$ cat src/rtl/decade_pkg.sv
package decade_pkg;
  // Number of flops in the twisted ring; the decoded slot count is twice this.
  localparam int unsigned RING_STAGES = 5;
  // Flops in the clear-release synchroniser.
  localparam int unsigned SYNC_DEPTH  = 2;
endpackage

$ cat src/rtl/decade_rst_sync.sv
module decade_rst_sync #(
  parameter int unsigned DEPTH = decade_pkg::SYNC_DEPTH
) (
  input  logic clk_i,
  input  logic clr_i,
  output logic run_o
);
  logic [DEPTH-1:0] pipe_q;
  logic [DEPTH-1:0] pipe_d;

  always_comb begin
    pipe_d = {pipe_q[DEPTH-2:0], 1'b1};
  end

  always_ff @(posedge clk_i or posedge clr_i) begin
    if (clr_i) begin
      pipe_q <= '0;
    end else begin
      pipe_q <= pipe_d;
    end
  end

  assign run_o = pipe_q[DEPTH-1];
endmodule

$ cat src/rtl/decade_ring.sv
module decade_ring #(
  parameter int unsigned STAGES = decade_pkg::RING_STAGES
) (
  input  logic              clk_i,
  input  logic              clr_i,
  input  logic              adv_i,
  output logic [STAGES-1:0] state_o
);
  localparam int unsigned CW = $clog2(STAGES);

  logic [STAGES-1:0] state_q;
  logic [STAGES-1:0] state_d;
  logic [STAGES-2:0] seam_w;
  logic [CW-1:0]     seam_cnt;
  logic              in_ring;

  // A ring code has at most one place where neighbouring bits differ.
  for (genvar i = 0; i < STAGES - 1; i++) begin : g_seam
    assign seam_w[i] = state_q[i] ^ state_q[i+1];
  end

  always_comb begin
    seam_cnt = '0;
    for (int i = 0; i < STAGES - 1; i++) begin
      seam_cnt = seam_cnt + CW'(seam_w[i]);
    end
    in_ring = (seam_cnt <= CW'(1));
  end

  // Anti-lock: an out-of-ring pattern shifts zeros in until it is flushed.
  always_comb begin
    state_d = {state_q[STAGES-2:0], ~state_q[STAGES-1] & in_ring};
  end

  always_ff @(posedge clk_i or posedge clr_i) begin
    if (clr_i) begin
      state_q <= '0;
    end else if (adv_i) begin
      state_q <= state_d;
    end
  end

  assign state_o = state_q;
endmodule

$ cat src/rtl/decade_decode.sv
module decade_decode #(
  parameter int unsigned STAGES = decade_pkg::RING_STAGES
) (
  input  logic [STAGES-1:0]   state_i,
  output logic [2*STAGES-1:0] dec_o,
  output logic                carry_o
);
  for (genvar n = 0; n < 2 * STAGES; n++) begin : g_slot
    if (n == 0) begin : g_empty
      assign dec_o[n] = ~state_i[0] & ~state_i[STAGES-1];
    end else if (n < STAGES) begin : g_fill
      assign dec_o[n] = state_i[n-1] & ~state_i[n];
    end else if (n == STAGES) begin : g_full
      assign dec_o[n] = state_i[0] & state_i[STAGES-1];
    end else begin : g_drain
      assign dec_o[n] = ~state_i[n-STAGES-1] & state_i[n-STAGES];
    end
  end

  assign carry_o = ~state_i[STAGES-1];
endmodule

$ cat src/rtl/decade_johnson_counter.sv
module decade_johnson_counter #(
  parameter int unsigned STAGES     = decade_pkg::RING_STAGES,
  parameter int unsigned SYNC_DEPTH = decade_pkg::SYNC_DEPTH
) (
  input  logic                clk_i,
  input  logic                clr_i,
  input  logic                hold_i,
  output logic [2*STAGES-1:0] dec_o,
  output logic                carry_o
);
  logic              run_w;
  logic              adv_w;
  logic [STAGES-1:0] state_w;

  decade_rst_sync #(.DEPTH(SYNC_DEPTH)) u_sync (
    .clk_i (clk_i),
    .clr_i (clr_i),
    .run_o (run_w)
  );

  assign adv_w = run_w & ~hold_i;

  decade_ring #(.STAGES(STAGES)) u_ring (
    .clk_i   (clk_i),
    .clr_i   (clr_i),
    .adv_i   (adv_w),
    .state_o (state_w)
  );

  decade_decode #(.STAGES(STAGES)) u_dec (
    .state_i (state_w),
    .dec_o   (dec_o),
    .carry_o (carry_o)
  );
endmodule

$ cat config.mk
export PLATFORM = sky130hd
export DESIGN_NAME = decade_johnson_counter
export DESIGN_NICKNAME = d
export VERILOG_FILES = /design/src/rtl/decade_pkg.sv /design/src/rtl/decade_rst_sync.sv /design/src/rtl/decade_ring.sv /design/src/rtl/decade_decode.sv /design/src/rtl/decade_johnson_counter.sv
export SDC_FILE = /design/constraint.sdc
export NUM_CORES = 1
export LEC_CHECK = 0
export BUFFER_PORTS_ARGS = -buffer_cell sky130_fd_sc_hd__buf_4
export CAP_MARGIN = 40
export CORE_AREA = 4 4 41 43
export CTS_CLUSTER_DIAMETER = 80
export DETAILED_ROUTE_END_ITERATION = 8
export DIE_AREA = 0 0 45 47
export PLACE_DENSITY = 0.56
export SLEW_MARGIN = 40
export SYNTH_ARGS = -nofsm -noshare
export SYNTH_HDL_FRONTEND = slang
export SYNTH_SLANG_ARGS = --single-unit
$ cat constraint.sdc
create_clock -name clk_i -period 4.5 [get_ports clk_i]
set_input_delay 0.9 -clock clk_i [delete_from_list [all_inputs] [get_ports clk_i]]
set_output_delay 0.9 -clock clk_i [all_outputs]
set_load 0.005 [all_outputs]
== Word level (Yosys, flattened, before mapping) ==
Index checks and enable logic that the tools add are counted.

* Word-level logic and storage cells: 28
* Output and inout port bits: 11
* Register bits: 7

* Bitwise logic cells: 22
* Add/subtract/negate cells: 3
* Order comparisons: 1

{| class="wikitable"
|+ Operators with widths
! kind !! count
|-
| $and 1x1->1 || 12
|-
| $add 3x1->3 || 2
|-
| $not 1->1 || 6
|-
| $xor 1x1->1 || 4
|-
| $le 3x1->1 const B || 1
|-
| $add 1x1->2 || 1
|}

== Longest topological paths before layout ==
* Depth in word-level cells: 6
* Mapped depth: 10
* Mapped depth without buffers: 10

== Cells and area by module ==
From an unflattened synthesis, not the netlist that was laid out.

* Cells, all modules: 40
* Area total of the unflattened synthesis: 429.2 um^2

{| class="wikitable"
|+ By module, submodules not included
! module !! times used !! area an instance (um^2) !! cells an instance !! seq. area each (um^2)
|-
| decade_ring || 1 || 289.0 || 24 || 125.1
|-
| decade_decode || 1 || 68.8 || 11 || 0.0
|-
| decade_rst_sync || 1 || 57.6 || 4 || 50.0
|-
| decade_johnson_counter || 1 || 13.8 || 1 || 0.0
|}

== Worst setup path before layout ==
Ideal clock, no wire load.

* Path type: flip-flop to flip-flop
* From: register u_ring.state_q[0], in the netlist u_ring.state_o[0]
* To: register u_ring.state_q[0], in the netlist u_ring.state_o[0]
* Setup slack: 2287 ps
* Required time: 4408 ps
* Library setup time: 92 ps
* Path buffers: 0
* Data arrival time: 2121 ps
* Cell stages (with the launch flop): 11
* Path through: dfrtp_1 -> inv_1 -> ha_1 -> inv_1 -> ha_1 -> fa_1 -> inv_1 -> ha_1 -> nor3b_1 -> a21oi_1 -> o31ai_2

* Cells in the longest elaborated chain, start to end: 6

{| class="wikitable"
|+ RTL lines
! item !! RTL line !! text
|-
| start, declared || decade_ring.sv:11 || <nowiki>logic [STAGES-1:0] state_q;</nowiki>
|-
| start signal, assigned || decade_ring.sv:39 || <nowiki>state_q <= state_d;</nowiki>
|-
| $xor 1x1->1 || decade_ring.sv:19 || <nowiki>assign seam_w[i] = state_q[i] ^ state_q[i+1];</nowiki>
|-
| $add 1x1->2 || decade_ring.sv:25 || <nowiki>seam_cnt = seam_cnt + CW'(seam_w[i]);</nowiki>
|-
| $add 3x1->3 (2 in series) || decade_ring.sv:25 ||
|-
| $le 3x1->1 || decade_ring.sv:27 || <nowiki>in_ring = (seam_cnt <= CW'(1));</nowiki>
|-
| $and 1x1->1 || decade_ring.sv:32 || <nowiki>state_d = {state_q[STAGES-2:0], ~state_q[STAGES-1] & in_ring};</nowiki>
|}

Every way passes these cells.
A chain may end at the register's enable or synchronous reset.

== Worst setup path in the final report ==
Same ends and word-level chain as after synthesis.

==> flow_summary.toml <==
[run_status]
status = "completed"

[global_routing]
antenna_found_initial = 0
grt_usage = 0.0956
gr-total-overflow = 0
grt_max_degree = 11
grt_pass1_wl_mm = 1.35
grt_pass1_vias = 309

[pwr]
internal_power_w = 0.000246
p_clk_frac = 0.137
p_per_area_mw_per_mm2 = 676
p_leak_nw = 0.362
p_comb_frac = 0.630
seq_power_share = 0.234
max-vdd-ir-drop_mv = 0.315
switching_share = 0.419
power.switching_w = 0.000177

[floorplan]
die_y_um = 47
initial_utilization = 0.380
core_mm2 = 0.00130
num_rows = 13
die_width_um = 45
dieArea_mm2 = 0.00212
io_pins = 14

[cells_and_area]
antenna_cells = 0
final_area_um2 = 627
drive_gt1_frac = 0.288
nFillCells = 126
multi_input_area_um2 = 263
seq_area_um2 = 175
final_cells = 81
fin_util = 0.482
area_delta_synth_final_pct = 26.8
layout.nets = 83

[clock_network]
cts_tree = "yes"
cts_root_buf = "clkbuf_4"
clk_pin_slew_worst_paths_ns = 0.06
postCtsSetupBuffers = 0
cts_hold_buf = 0
cts_buffers = 3
htreeDepth = 1
cts_resized = 0
clk_path_buf_depth = 2
clock_latency_ns = 0.25
cts_sinks = 7

[worst_setup_path]
start_kind = "flop"
endpoint_kind = "flop"
slowest_stage = "fa_1"
crit_chain = "inv_1 > ha_1 > inv_1 > ha_1 > fa_1 > inv_1 > ha_1 > nor3b_1 > a21oi_1 > o31ai_2"
path_max_fanout = 4
slowest_delay_ns = 0.41
criticalPathCategory = "flop to flop"
required_ns = 4.67
cp.arrival_ns = 2.51

[timing]
fmax_ghz = 0.427
tns_ns = 0
layout_min_cycle_time_ns = 2.34
fin_worst_skew_ns = 0.00550
rsz0062_at_grt = "false"
fin_crit_sh = 0.520
hold_violations = 0
drv_slew = 0
timing.hold.ws_ns = 0.347
setup_viol = 0

[placed_design]
dp.cells = 77
io_buffers = 13
dpl_cell_area_um2 = 599
hpwl_um = 704
gp_congestion = 0.682

[route]
via_per_inst = 4.21
met1Wirelength_um = 429
dr_wl_met2_um = 402
drt_wl_total_um = 877
drcViolationCount = 0
antenna_left = 0
drtIter0Drc = 1
route.met3.wl_um = 44
firstDrtPassIters = 2
highest_layer = "met3"
vias = 341
detail_route.wl_per_cell_um = 10.8

[flow_run]
drv_cap = 0

[synth]
ys_seq_area_frac = 0.354
synth_seq_cells = 7
synth.distinct_cells = 13
synth_nets = 66
yosysWarnings = 0
netlist_area_um2 = 494
avgSynthCellArea_um2 = 9.88
syn_inst = 50

[min_path]
hold_path.class = "flop to flop"
==> worst paths after layout <==
| path | startpoint | end | slack (ns) | cells past startpoint |
|---|---|---|---|---|
| max in group asynchronous | clr_i | u_ring.state_o[1] | 3.70 | 2 |
| hold reg to reg | u_sync.pipe_q[0] | u_sync.pipe_q[1] | 0.35 | 0 |
| setup reg to reg | u_ring.state_o[0] | u_ring.state_o[0] | 2.16 | 10 |
| hold / removal | u_sync.pipe_q[0] | u_sync.pipe_q[1] | 0.35 | 0 |
| min in group asynchronous | clr_i | u_ring.state_o[0] | 0.58 | 2 |
| setup / recovery | u_ring.state_o[0] | u_ring.state_o[0] | 2.16 | 10 |
==> metal layers <==
metal,global-route usage,up-vias
met5,0,-
met4,0.0702,0
met3,0.0345,0
met2,0.138,8
met1,0.117,150
li1,-,183
==> critical path: cells and delay by family, from the launching register on <==
kind	cells	cell delay, ns
adder cells (fa/ha/maj)	4	1.20
flip-flops	1	0.39
AO/OA/AOI/OAI	2	0.24
buffers and inverters	3	0.22
AND/OR/NAND/NOR	1	0.20
==> cell usage after synthesis (all sizes together) <==
| cell type | count | share of area |
|---|---|---|
| ha | 12 | 0.30 |
| inv | 12 | 0.091 |
| dfrtp | 7 | 0.35 |
| nand2 | 6 | 0.046 |
| o21ai | 4 | 0.041 |
| nor2 | 2 | 0.015 |
| a21oi | 1 | 0.010 |
| buf | 1 | 0.023 |
| conb | 1 | 0.0076 |
| fa | 1 | 0.041 |
| nand2b | 1 | 0.028 |
| nor3b | 1 | 0.015 |
| o31ai | 1 | 0.025 |
==> flip-flops by register name (all words and copies together) (netlist names) <==
name	cells
u_sync.pipe_q	2
u_ring.state_o	5
==> layout make-up <==
type / instances / area share
clock buffers: 3 / 0.0359
flip-flops and latches: 7 / 0.279
inverters: 12 / 0.0719
repair buffers: 13 / 0.156
multi-input cells: 30 / 0.419
well taps: 15 / 0.0299
clock inverters: 1 / 0.00798
==> cell families after synthesis <==
group                      count (synthesis)  synth area share
buffers and inverters                     13             0.114
adders and majority gates                 13             0.344
and+or+nand+nor                           10             0.104
DFF                                        7             0.354
AOI/OAI and AO/OA                          6            0.0759
other                                      1           0.00759
==> cell usage in the layout, fill, tap and decap left out <==
| master | synthesis | routed |
|---|---|---|
| nor3b_1 | 1 | 1 |
| clkbuf_4 | 0 | 3 |
| dfrtp_1 | 7 | 7 |
| buf_4 | 0 | 13 |
| o21ai_0 | 4 | 4 |
| nand2b_4 | 1 | 1 |
| ha_1 | 12 | 12 |
| nor2_1 | 2 | 2 |
| o31ai_2 | 1 | 1 |
| fa_1 | 1 | 1 |
| conb_1 | 1 | 1 |
| clkinv_2 | 0 | 1 |
| nand2_1 | 6 | 6 |
| a21oi_1 | 1 | 1 |
| inv_1 | 12 | 12 |
==> metrics by stage <==
step / total power (W) / worst slack [ns]
after floorplan: 0.000284 / 2.29
after global placement: 0.000369 / 2.16
after detailed placement: 0.000376 / 2.14
after CTS: 0.000437 / 2.13
after global routing: 0.000486 / 1.93
final: 0.000424 / 2.16
==> power groups by stage <==
stage	logic (W)	clock network (W)	registers [W]
2_1_floorplan	0.000188	0	0.0000954
3_3_place_gp	0.000270	0	0.0000999
3_5_place_dp	0.000275	0	0.000101
4_1_cts	0.000277	0.0000611	0.0000996
5_1_grt	0.000320	0.0000638	0.000103
6_report	0.000267	0.0000579	0.0000991
(Power assumes the default switching activity.)
